**src/rtl/bus_pwr_seq_pkg.sv**
```systemverilog
package bus_pwr_seq_pkg;

  typedef enum logic [1:0] {
    PM_DISABLED  = 2'b00,
    PM_SUSPENDED = 2'b01,
    PM_ENABLED   = 2'b10
  } pm_mode_e;

  typedef struct packed {
    logic en;
    logic dis;
  } pm_ctl_t;

  localparam pm_ctl_t PM_CTL_RESET = '{en: 1'b0, dis: 1'b1};

  // Mode from stored bits; enable has priority since both set never occurs.
  function automatic pm_mode_e decode_mode(pm_ctl_t c);
    if (c.en)       return PM_ENABLED;
    else if (c.dis) return PM_DISABLED;
    else            return PM_SUSPENDED;
  endfunction

  function automatic logic is_forbidden(logic wen, logic wdis);
    return wen & wdis;
  endfunction

  // Enable is masked when the write is the one that drops disable.
  function automatic pm_ctl_t apply_write(pm_ctl_t cur, logic wen, logic wdis);
    pm_ctl_t r;
    r.dis = wdis;
    r.en  = wen & ~(cur.dis & ~wdis);
    return r;
  endfunction

  // Count holds the number of earlier consecutive cycles; the current one adds one.
  function automatic logic hold_met(int cnt, int need);
    return (cnt + 1) >= need;
  endfunction

endpackage

```
**src/rtl/pm_ctl_reg.sv**
```systemverilog
module pm_ctl_reg
  import bus_pwr_seq_pkg::*;
(
  input  logic    clk,
  input  logic    rst_n,
  input  logic    wr,
  input  logic    wen,
  input  logic    wdis,
  output pm_ctl_t ctl_q,
  output logic    illegal_q,
  output logic    en_blocked
);

  logic forbidden;
  logic accept;

  assign forbidden  = wr & is_forbidden(wen, wdis);
  assign accept     = wr & ~is_forbidden(wen, wdis);
  assign en_blocked = accept & ctl_q.dis & ~wdis & wen;

  always_ff @(posedge clk or negedge rst_n) begin
    if (!rst_n) begin
      ctl_q     <= PM_CTL_RESET;
      illegal_q <= 1'b0;
    end else begin
      illegal_q <= forbidden;
      if (accept) ctl_q <= apply_write(ctl_q, wen, wdis);
    end
  end

  // stored bits never both set
  a_r1_never_both: assert property (@(posedge clk) disable iff (!rst_n)
    !(ctl_q.en && ctl_q.dis));

  // forbidden write keeps state and pulses the flag
  a_r2_reject_hold: assert property (@(posedge clk) disable iff (!rst_n)
    (wr && wen && wdis) |=> ($stable({ctl_q.en, ctl_q.dis}) && illegal_q));

  // the flag only follows a forbidden write
  a_r2_flag_cause: assert property (@(posedge clk) disable iff (!rst_n)
    (wr && !(wen && wdis)) |=> !illegal_q);

  // enable in the releasing write lands in Suspended
  a_r3_en_blocked: assert property (@(posedge clk) disable iff (!rst_n)
    en_blocked |=> (!ctl_q.en && !ctl_q.dis));

endmodule

```
**src/rtl/pm_hold_timer.sv**
```systemverilog
module pm_hold_timer
  import bus_pwr_seq_pkg::*;
#(
  parameter int HOLD_CYC = 6
) (
  input  logic clk,
  input  logic rst_n,
  input  logic dis,
  output logic deep_clr
);

  localparam int CW = (HOLD_CYC > 1) ? $clog2(HOLD_CYC) : 1;
  localparam logic [CW-1:0] SAT = CW'(HOLD_CYC - 1);

  logic [CW-1:0] cnt_q;

  always_ff @(posedge clk or negedge rst_n) begin
    if (!rst_n)          cnt_q <= '0;
    else if (!dis)       cnt_q <= '0;
    else if (cnt_q != SAT) cnt_q <= cnt_q + 1'b1;
  end

  assign deep_clr = dis & hold_met(int'(cnt_q), HOLD_CYC);

  // a released disable cannot leave the deep clear on
  a_r6_quiet_after_release: assert property (@(posedge clk) disable iff (!rst_n)
    !dis |=> (!deep_clr || dis));

  // deep clear is never the first disable cycle
  a_r6_not_first_cycle: assert property (@(posedge clk) disable iff (!rst_n)
    $rose(dis) |-> !deep_clr);

endmodule

```
**src/rtl/pm_bus_sync.sv**
```systemverilog
module pm_bus_sync (
  input  logic clk,
  input  logic rst_n,
  input  logic dis,
  input  logic bus_idle,
  output logic synced_q
);

  always_ff @(posedge clk or negedge rst_n) begin
    if (!rst_n)        synced_q <= 1'b0;
    else if (dis)      synced_q <= 1'b0;
    else if (bus_idle) synced_q <= 1'b1;
  end

  // disabled drops synchronisation
  a_r7_low_after_disable: assert property (@(posedge clk) disable iff (!rst_n)
    dis |=> !synced_q);

  // rising needs an idle seen while not disabled
  a_r7_rise_needs_idle: assert property (@(posedge clk) disable iff (!rst_n)
    $rose(synced_q) |-> $past(bus_idle && !dis));

endmodule

```
**src/rtl/pm_hold_reg.sv**
```systemverilog
module pm_hold_reg #(
  parameter int W = 8
) (
  input  logic         clk,
  input  logic         rst_n,
  input  logic         clr,
  input  logic         ld,
  input  logic [W-1:0] ld_data,
  input  logic         set_en,
  input  logic [W-1:0] set_bits,
  output logic [W-1:0] q
);

  always_ff @(posedge clk or negedge rst_n) begin
    if (!rst_n)      q <= '0;
    else if (clr)    q <= '0;
    else if (ld)     q <= ld_data;
    else if (set_en) q <= q | set_bits;
  end

endmodule

```
**src/rtl/bus_pwr_seq.sv**
```systemverilog
module bus_pwr_seq
  import bus_pwr_seq_pkg::*;
#(
  parameter int REG_W    = 8,
  parameter int HOLD_CYC = 6
) (
  input  logic             clk,
  input  logic             rst_n,
  input  logic             cfg_wr,
  input  logic             cfg_en,
  input  logic             cfg_dis,
  input  logic             bus_idle,
  input  logic [REG_W-1:0] ev_status,
  input  logic [REG_W-1:0] ev_error,
  input  logic             imask_wr,
  input  logic [REG_W-1:0] imask_wdata,
  input  logic             ev_sleep,
  input  logic             ev_teob,
  input  logic             ev_reob,
  output logic [1:0]       mode_o,
  output logic             ctl_en_o,
  output logic             ctl_dis_o,
  output logic             wr_illegal_o,
  output logic             xcvr_en_o,
  output logic             dec_en_o,
  output logic             bus_synced_o,
  output logic             clr_shallow_o,
  output logic             clr_deep_o,
  output logic [REG_W-1:0] status_o,
  output logic [REG_W-1:0] error_o,
  output logic [REG_W-1:0] imask_o,
  output logic             sleep_o,
  output logic             teob_o,
  output logic             reob_o
);

  localparam int EOB_W = 2;

  pm_ctl_t  ctl;
  pm_mode_e mode;
  logic     illegal;
  logic     en_blocked;
  logic     synced;
  logic     deep_clr;
  logic     shallow_clr;
  logic     xcvr_en;
  logic [EOB_W-1:0] eob_q;

  pm_ctl_reg u_ctl (
    .clk(clk), .rst_n(rst_n), .wr(cfg_wr), .wen(cfg_en), .wdis(cfg_dis),
    .ctl_q(ctl), .illegal_q(illegal), .en_blocked(en_blocked)
  );

  pm_hold_timer #(.HOLD_CYC(HOLD_CYC)) u_hold (
    .clk(clk), .rst_n(rst_n), .dis(ctl.dis), .deep_clr(deep_clr)
  );

  pm_bus_sync u_sync (
    .clk(clk), .rst_n(rst_n), .dis(ctl.dis), .bus_idle(bus_idle), .synced_q(synced)
  );

  assign mode        = decode_mode(ctl);
  assign shallow_clr = (mode != PM_ENABLED);
  assign xcvr_en     = (mode == PM_ENABLED) & synced;

  pm_hold_reg #(.W(REG_W)) u_status (
    .clk(clk), .rst_n(rst_n), .clr(shallow_clr), .ld(1'b0), .ld_data('0),
    .set_en(xcvr_en), .set_bits(ev_status), .q(status_o)
  );

  pm_hold_reg #(.W(REG_W)) u_error (
    .clk(clk), .rst_n(rst_n), .clr(shallow_clr), .ld(1'b0), .ld_data('0),
    .set_en(xcvr_en), .set_bits(ev_error), .q(error_o)
  );

  pm_hold_reg #(.W(REG_W)) u_imask (
    .clk(clk), .rst_n(rst_n), .clr(deep_clr), .ld(imask_wr), .ld_data(imask_wdata),
    .set_en(1'b0), .set_bits('0), .q(imask_o)
  );

  pm_hold_reg #(.W(1)) u_sleep (
    .clk(clk), .rst_n(rst_n), .clr(shallow_clr), .ld(1'b0), .ld_data(1'b0),
    .set_en(xcvr_en), .set_bits(ev_sleep), .q(sleep_o)
  );

  pm_hold_reg #(.W(EOB_W)) u_eob (
    .clk(clk), .rst_n(rst_n), .clr(deep_clr), .ld(1'b0), .ld_data('0),
    .set_en(xcvr_en), .set_bits({ev_reob, ev_teob}), .q(eob_q)
  );

  assign teob_o        = eob_q[0];
  assign reob_o        = eob_q[1];
  assign mode_o        = mode;
  assign ctl_en_o      = ctl.en;
  assign ctl_dis_o     = ctl.dis;
  assign wr_illegal_o  = illegal;
  assign xcvr_en_o     = xcvr_en;
  assign dec_en_o      = synced;
  assign bus_synced_o  = synced;
  assign clr_shallow_o = shallow_clr;
  assign clr_deep_o    = deep_clr;

  // transceiver gate needs synchronisation
  a_r4_xcvr_needs_sync: assert property (@(posedge clk) disable iff (!rst_n)
    xcvr_en |-> (synced && ctl.en));

  // shallow clear empties its registers by the next cycle
  a_r5_shallow_empties: assert property (@(posedge clk) disable iff (!rst_n)
    shallow_clr |=> (status_o == '0 && error_o == '0 && !sleep_o));

  // deep clear empties mask and end-of-block flags
  a_r6_deep_empties: assert property (@(posedge clk) disable iff (!rst_n)
    deep_clr |=> (imask_o == '0 && eob_q == '0));

  // Suspended to Enabled keeps synchronisation
  a_r8_keep_sync: assert property (@(posedge clk) disable iff (!rst_n)
    (synced && !ctl.dis) |=> synced);

endmodule

```
**config.mk**
```make
export PLATFORM = sky130hd
export DESIGN_NAME = bus_pwr_seq
export DESIGN_NICKNAME = d
export VERILOG_FILES = /design/src/rtl/bus_pwr_seq_pkg.sv /design/src/rtl/pm_ctl_reg.sv /design/src/rtl/pm_hold_timer.sv /design/src/rtl/pm_bus_sync.sv /design/src/rtl/pm_hold_reg.sv /design/src/rtl/bus_pwr_seq.sv
export SDC_FILE = /design/constraint.sdc
export NUM_CORES = 1
export LEC_CHECK = 0
export ABC_AREA = 1
export ABC_CLOCK_PERIOD_IN_PS = 1680
export BUFFER_PORTS_ARGS = -buffer_cell sky130_fd_sc_hd__buf_2
export CORE_ASPECT_RATIO = 2
export CORE_MARGIN = 10
export CORE_UTILIZATION = 34
export CTS_CLUSTER_DIAMETER = 200
export DETAILED_ROUTE_END_ITERATION = 10
export GPL_TIMING_DRIVEN = 0
export HOLD_SLACK_MARGIN = 0.12
export PLACE_DENSITY_LB_ADDON = 0.12
export SKIP_CTS_REPAIR_TIMING = 1
export SLEW_MARGIN = 20
export SYNTH_ARGS = -nofsm -noshare
export SYNTH_HDL_FRONTEND = slang
export SYNTH_SLANG_ARGS = --single-unit
```
**constraint.sdc**
```tcl
create_clock -name clk -period 1.68 [get_ports clk]
set_clock_uncertainty 0.1 [all_clocks]
set_input_delay 0.252 -clock clk [delete_from_list [all_inputs] [get_ports clk]]
set_output_delay 0.252 -clock clk [all_outputs]
set_load 0.01 [all_outputs]
```
== Word level (Yosys, flattened, before mapping) ==
Index checks and enable logic that the tools add are counted.
Storage, ports and cells
  bits in registers: 34
  input bits: 34
  output and inout bits: 37
  logic and storage cells: 51
Operators by class
  add/sub/neg operators: 2
  order comparisons: 1
  equality and inequality tests: 4
  multiplexer cells: 16
  bitwise gates (word level): 14
  reduce and logical (&&, ||, !) cells: 4
Operators with widths (number)
  two-way mux 8 bit: 6
  >= comparator 32 x 4 -> 1 bit, second input constant: 1
  OR 8 bit: 2
  nonzero test 2 bit: 4
  AND 1 bit: 7
  two-way mux 2 bit: 3
  two-way mux 3 bit: 2
  two-way mux 1 bit: 5
  adder 3 x 1 -> 4 bit, second input constant: 1
  adder 3 x 1 -> 3 bit, second input constant: 1
  != test 3 bit, second input constant: 1
  inverter 1 bit: 3
  == test 2 bit, second input constant: 1
  != test 2 x 1 -> 1 bit, second input constant: 1
  != test 2 bit, second input constant: 1
  OR 2 bit: 1
  OR 1 bit: 1

== Logic depth before layout (Yosys ltp) ==
Gate-level depths: netlist (run 1).
  depth after elaboration: 6
  gate-level depth with buffers: 8
  gate-level depth less buffers: 7

== Modules after synthesis ==
From an unflattened synthesis (run 1), not the netlist that was laid out.
Unflattened totals
  cell total of the unflattened synthesis: 201
  area total of the unflattened synthesis: 1649.1 um^2
Modules (own cells, without submodules)
  pm_hold_reg at u_error ...: instances 3, cells an instance 43, area each 367.9 um^2, seq. area each 200.2 um^2
  pm_hold_timer: instances 1, cells an instance 23, area each 183.9 um^2, seq. area each 75.1 um^2
  pm_ctl_reg: instances 1, cells an instance 17, area each 138.9 um^2, seq. area each 76.3 um^2
  pm_hold_reg at u_eob: instances 1, cells an instance 12, area each 95.1 um^2, seq. area each 50.0 um^2
  pm_hold_reg at u_sleep: instances 1, cells an instance 10, area each 61.3 um^2, seq. area each 25.0 um^2
  bus_pwr_seq: instances 1, cells an instance 7, area each 33.8 um^2, seq. area each 0.0 um^2
  pm_bus_sync: instances 1, cells an instance 3, area each 32.5 um^2, seq. area each 25.0 um^2

== Worst setup path before layout (run 1) ==
Ideal clock, no wire load.
  path type: register to output
  start: reg u_hold.cnt_q[0]
  end: out clr_deep_o
  arrival time: 1.131 ns
  required time: 1.328 ns
  setup slack: 0.197 ns
  cell stages (with the launch flop): 6
  buffers on the path: 1
  cell sequence: dfrtp_1 ha_1 or2_1 nand3_2 nand2_2 buf_12
On the way
  cells in the longest elaborated chain, start to end: 3
Ends and longest elaborated chain
  start: declaration: line pm_hold_timer.sv:15  | logic [CW-1:0] cnt_q;
  start signal: assignment: line pm_hold_timer.sv:20  | else if (cnt_q != SAT) cnt_q <= cnt_q + 1'b1;
  adder 3 x 1 -> 4 bit: line bus_pwr_seq_pkg.sv:37  | return (cnt + 1) >= need;
  >= comparator 32 x 4 -> 1 bit: line bus_pwr_seq_pkg.sv:37
  AND 1 bit: line pm_hold_timer.sv:23  | assign deep_clr = dis & hold_met(int'(cnt_q), HOLD_CYC);
  end: declaration: line bus_pwr_seq.sv:28  | output logic clr_deep_o,
No other way between the ends.

== Final worst setup path (run 1) ==
Ends and elaborated chain as after synthesis.

==> impl_metrics.toml, run 1 <==
[synthesis]
avgSynthCellArea_um2 = 12.1
ys_ff_latch = 34
syn_area_um2 = 1400
ys_types = 24
synthCells = 116
syn_nets = 152
ys_warn_count = 0
ys_seq_area_frac = 0.607

[sta]
fin_crit_ns = 1.89
slew_headroom = 0.498
worstMarginPinSlew_ns = 0.753
finalHoldViolCount = 0
post-route-worst-setup-slack_ns = -0.214
setup_viol = 1
rsz0062_at_grt = "true"
tns_ns = -0.214
slew_violations = 0
fin_crit_sh = 1.13
holdWs_ns = 0.112
fmax_ghz = 0.528

[cts]
clockBufferDepth = 2
clk_latency_ns = 0.28
cts.reportedPaths.clkPinSlew_ns = 0.07
cts_max_level = 2
cts_tree = "yes"
cts_buffers = 5
clock_tree.root_cell = "clkbuf_8"
cts_num_sinks = 34

[place]
dpl.hpwl_um = 3010
port_buffers = 69
place_congestion = 0.760

[global_routing]
use_met1 = 0.107
antenna_found_initial = 0
grt_pass1_wl_um = 6220
grt-busiest-layer = "met2"
overflow = 0
grt_util_met2 = 0.181
grt_pass1_vias = 1240
grt_max_degree = 35
gr-usage-met3 = 0.0587
track_usage = 0.109

[run_status]
violations = "negative setup slack"
status = "finished with violations"

[detailed_routing]
drtIter0Drc = 29
viasPerCell = 4.51
num_vias = 1240
drc = 0
routedWlPerCell_um = 14.9
ant_nets = 0
drt_first_pass_iters = 4
totalWireLength_um = 4080

[critical_path]
path_max_fanout = 6
end_kind = "output pin"
cp.arrival_ns = 1.54
cp-start-kind = "register"
critPathKind = "register to output pin"
reg2reg_depth = 8
crit_required_ns = 1.33

[die]
fp.coreArea_um2 = 4050
die_area_um2 = 7250
num_rows = 33
die_w_um = 65.4
die_h_um = 111
start_util = 0.347
ios = 71

[pwr]
leakagePower_uw = 0.00123
power.density_nw_per_um2 = 1010
peakVddDrop_mv = 0.772

[finish]
multi_input_area_um2 = 487
n_fill_cell = 385
nets = 258
layout-drive-gt1-share = 0.507
area_growth_pct = 60.2
diodes = 0
final_common_cell = "buf_2"
seqCellArea_um2 = 853
layout_common_cells = "70 x buf_2, 32 x dfrtp_1, 21 x dlygate4sd3_1, 17 x a22o_1, 12 x buf_4"

[run]
maxCapViolCount = 0

[min_path]
hold_depth = 3
hold_path_class = "input port to register"
kinds of logic after synthesis:
| family | after synthesis | synth area share |
|---|---|---|
| muxes | 9 | 0.0642 |
| and+or+nand+nor | 31 | 0.114 |
| adders and majority gates | 2 | 0.0178 |
| AOI/OAI and AO/OA | 22 | 0.127 |
| buffers and inverters | 18 | 0.0695 |
| DFF | 34 | 0.607 |
where the power goes:
group	switching, uW	total [uW]	internal [uW]	leakage (uW)
logic	278	558	280	0.000741
clock network	291	727	436	0.0000579
registers	67.6	990	922	0.000434
total	636	2270	1640	0.00123
critical path, stage by stage, from the launching register on:
cell and delay [ns]:
dfrtp_2 0.46, ha_4 0.18, or2_4 0.23, nand3_2 0.07, nand2_2 0.07, buf_12 0.14
buf_6 0.11
final timing paths:
kind / slack [ns] / end / startpoint
worst max-delay path: -0.21 / clr_deep_o / u_hold.cnt_q[0]
worst min-delay path: 0.11 / u_ctl.ctl_q[0] / cfg_dis
worst max register to register: 0.06 / u_imask.q[7] / u_hold.cnt_q[0]
worst min register to register: 0.41 / u_status.q[3] / u_status.q[3]
max in group asynchronous: 0.49 / u_hold.cnt_q[0] / rst_n
min in group asynchronous: 0.46 / u_eob.q[1] / rst_n
synth_stat cells, drive strengths merged:
cell type	n	area share
buf	7	0.039
o22ai	1	0.0045
nor2	14	0.057
dfrtp	33	0.59
a22o	17	0.11
clkbuf	1	0.0036
or2	1	0.0045
a21oi	2	0.0098
mux2i	9	0.064
dfstp	1	0.019
nand3	3	0.014
ha	2	0.018
nand4	1	0.0045
nand2	12	0.034
inv	10	0.027
o21ai	2	0.0071
final cells by class:
class / count / area share
clock inverter: 3 / 0.0178
multi-input combinational: 64 / 0.216
buffer: 8 / 0.0289
tap: 52 / 0.0289
clock buffer: 5 / 0.0306
sequential: 34 / 0.379
inverter: 10 / 0.0167
timing repair buffer: 99 / 0.281
state kept, by name, summed over array words and instances (netlist names):
name / cells
u_ctl.ctl_q: 2
u_ctl.illegal_q: 1
u_eob.q: 2
u_error.q: 8
u_hold.cnt_q: 3
u_imask.q: 8
u_sleep.q: 1
u_status.q: 8
u_sync.synced_q: 1
routing by layer:
metal / vias to the layer above / routed length [um]
li1: 598 / -
met1: 579 / 1500
met2: 56 / 2070
met3: 7 / 447
met4: 0 / 70
met5: - / 0
per-stage QoR:
step                      utilization  cell area [um^2]  std cells  setup slack [ns]  total power (uW)
final                           0.556              2250        275            -0.214              2270
after global routing            0.556              2250        275            -0.268              2420
after CTS                       0.475              1920        245            -0.338              2220
after detailed placement        0.448              1810        237           -0.0181              1480
after global placement          0.448              1810        237           0.00464              1470
after floorplan                     -              1400        116             0.197              1260
(Power assumes the default switching activity.)
==> run 2, diff against run 1 <==
BUFFER_PORTS_ARGS = -buffer_cell sky130_fd_sc_hd__buf_4   (was -buffer_cell sky130_fd_sc_hd__buf_2)
==> impl_metrics.toml, run 2 (synthesis results as in run 1) <==
[sta]
holdWs_ns = 0.111
slew_violations = 0
finalHoldViolCount = 0
slew_headroom = 0.716
fin_crit_sh = 1.13
fmax_ghz = 0.525
rsz0062_at_grt = "true"
worstMarginPinSlew_ns = 0.426
post-route-worst-setup-slack_ns = -0.225
setup_viol = 1
fin_crit_ns = 1.90

[die]
start_util = 0.347
fp.coreArea_um2 = 4050
die_w_um = 65.4
die_area_um2 = 7250
die_h_um = 111
num_rows = 33
ios = 71

[cts]
clk_latency_ns = 0.28
clockBufferDepth = 2
cts.reportedPaths.clkPinSlew_ns = 0.06
cts_tree = "yes"
clock_tree.root_cell = "clkbuf_8"
cts_max_level = 2
cts_buffers = 5
cts_num_sinks = 34

[finish]
largestRegisters = "u_error.q (8), u_imask.q (8), u_status.q (8)"
nets = 254
layout_common_cells = "78 x buf_4, 31 x dfrtp_1, 20 x dlygate4sd3_1, 17 x a22o_1, 11 x nand2_1"
final_util = 0.584
final_common_cell = "buf_4"
area_growth_pct = 68.4
seqCellArea_um2 = 855
layout-drive-gt1-share = 0.509
multi_input_area_um2 = 497
fin_area_um2 = 2360
finalNonFillerCells = 270
n_fill_cell = 361
diodes = 0

[global_routing]
track_usage = 0.109
antenna_found_initial = 0
overflow = 0
grt_max_degree = 35
grt_pass1_vias = 1259
grt_pass1_wl_um = 6220

[place]
port_buffers = 69
place_congestion = 0.711
dpl_cell_area_um2 = 1990
dp.cells = 237
dpl.hpwl_um = 3000

[detailed_routing]
drtIter0Drc = 32
viasPerCell = 4.59
ant_nets = 0
drc = 0
drt_first_pass_iters = 3
totalWireLength_um = 4190
num_vias = 1240
routedWlPerCell_um = 15.5

[critical_path]
cp.arrival_ns = 1.55
critPathKind = "register to output pin"
cp-start-kind = "register"
path_max_fanout = 7
crit_required_ns = 1.33
r2r_start = "u_ctl.ctl_q[0]"
ff2ff_setup_slack_ns = 0.13
end_kind = "output pin"
reg2reg_depth = 7
timing.rr.end = "u_imask.q[7]"

[min_path]
hp-start = "cfg_wr"
hold_depth = 3
hold_path_class = "input port to register"
holdPathEnd = "u_ctl.illegal_q"

[pwr]
peakVddDrop_mv = 0.555
leakagePower_uw = 0.00124
power.density_nw_per_um2 = 924
total_power_uw = 2190

[run_status]
violations = "negative setup slack"
status = "finished with violations"

[run]
maxCapViolCount = 0
## run 2: how the worst max path moves through the flow
stage,from,endpoint,slack [ns]
2_1_floorplan,u_hold.cnt_q[0],clr_deep_o,0.20
3_3_place_gp,u_hold.cnt_q[0],clr_deep_o,0.005
3_5_place_dp,u_hold.cnt_q[0],clr_deep_o,-0.02
4_1_cts,u_hold.cnt_q[0],clr_deep_o,-0.34
5_1_grt,u_ctl.ctl_q[0],clr_deep_o,-0.29
6_report,u_ctl.ctl_q[0],clr_deep_o,-0.22
## run 2: metal layers
| layer | track usage | vias to the layer above | share of wire |
|---|---|---|---|
| li1 | - | 590 | - |
| met2 | 0.180 | 55 | 0.52 |
| met1 | 0.106 | 593 | 0.39 |
| met5 | 0 | - | 0 |
| met4 | 0.0431 | 0 | 0.0072 |
| met3 | 0.0628 | 2 | 0.089 |
## run 2: worst max-delay path, stage by stage, from the launching register on
cell and delay, ns:
dfstp_2 0.62, inv_2 0.07, a21oi_2 0.19, nand3_4 0.10, nand2_4 0.08, buf_12 0.12
buf_6 0.10
## run 2: cell type report
type                       count  area share
timing repair buffer          95       0.324
inverter                      10      0.0159
buffer                         8      0.0275
clock buffer                   5      0.0291
clock inverter                 2     0.00423
sequential                    34       0.361
multi-input combinational     64       0.210
tap                           52      0.0275
## run 2: through the flow
stage	TNS [ns]	setup slack, ns
after global routing	-0.292	-0.292
after CTS	-0.406	-0.340
after global placement	0	0.00495
after detailed placement	-0.0239	-0.0239
after floorplan	0	0.197
final	-0.225	-0.225
## run 2: where the power goes
group	total [uW]	internal, uW	switching, uW
Combinational	637	349	288
Sequential	997	924	72.9
Clock	552	278	275
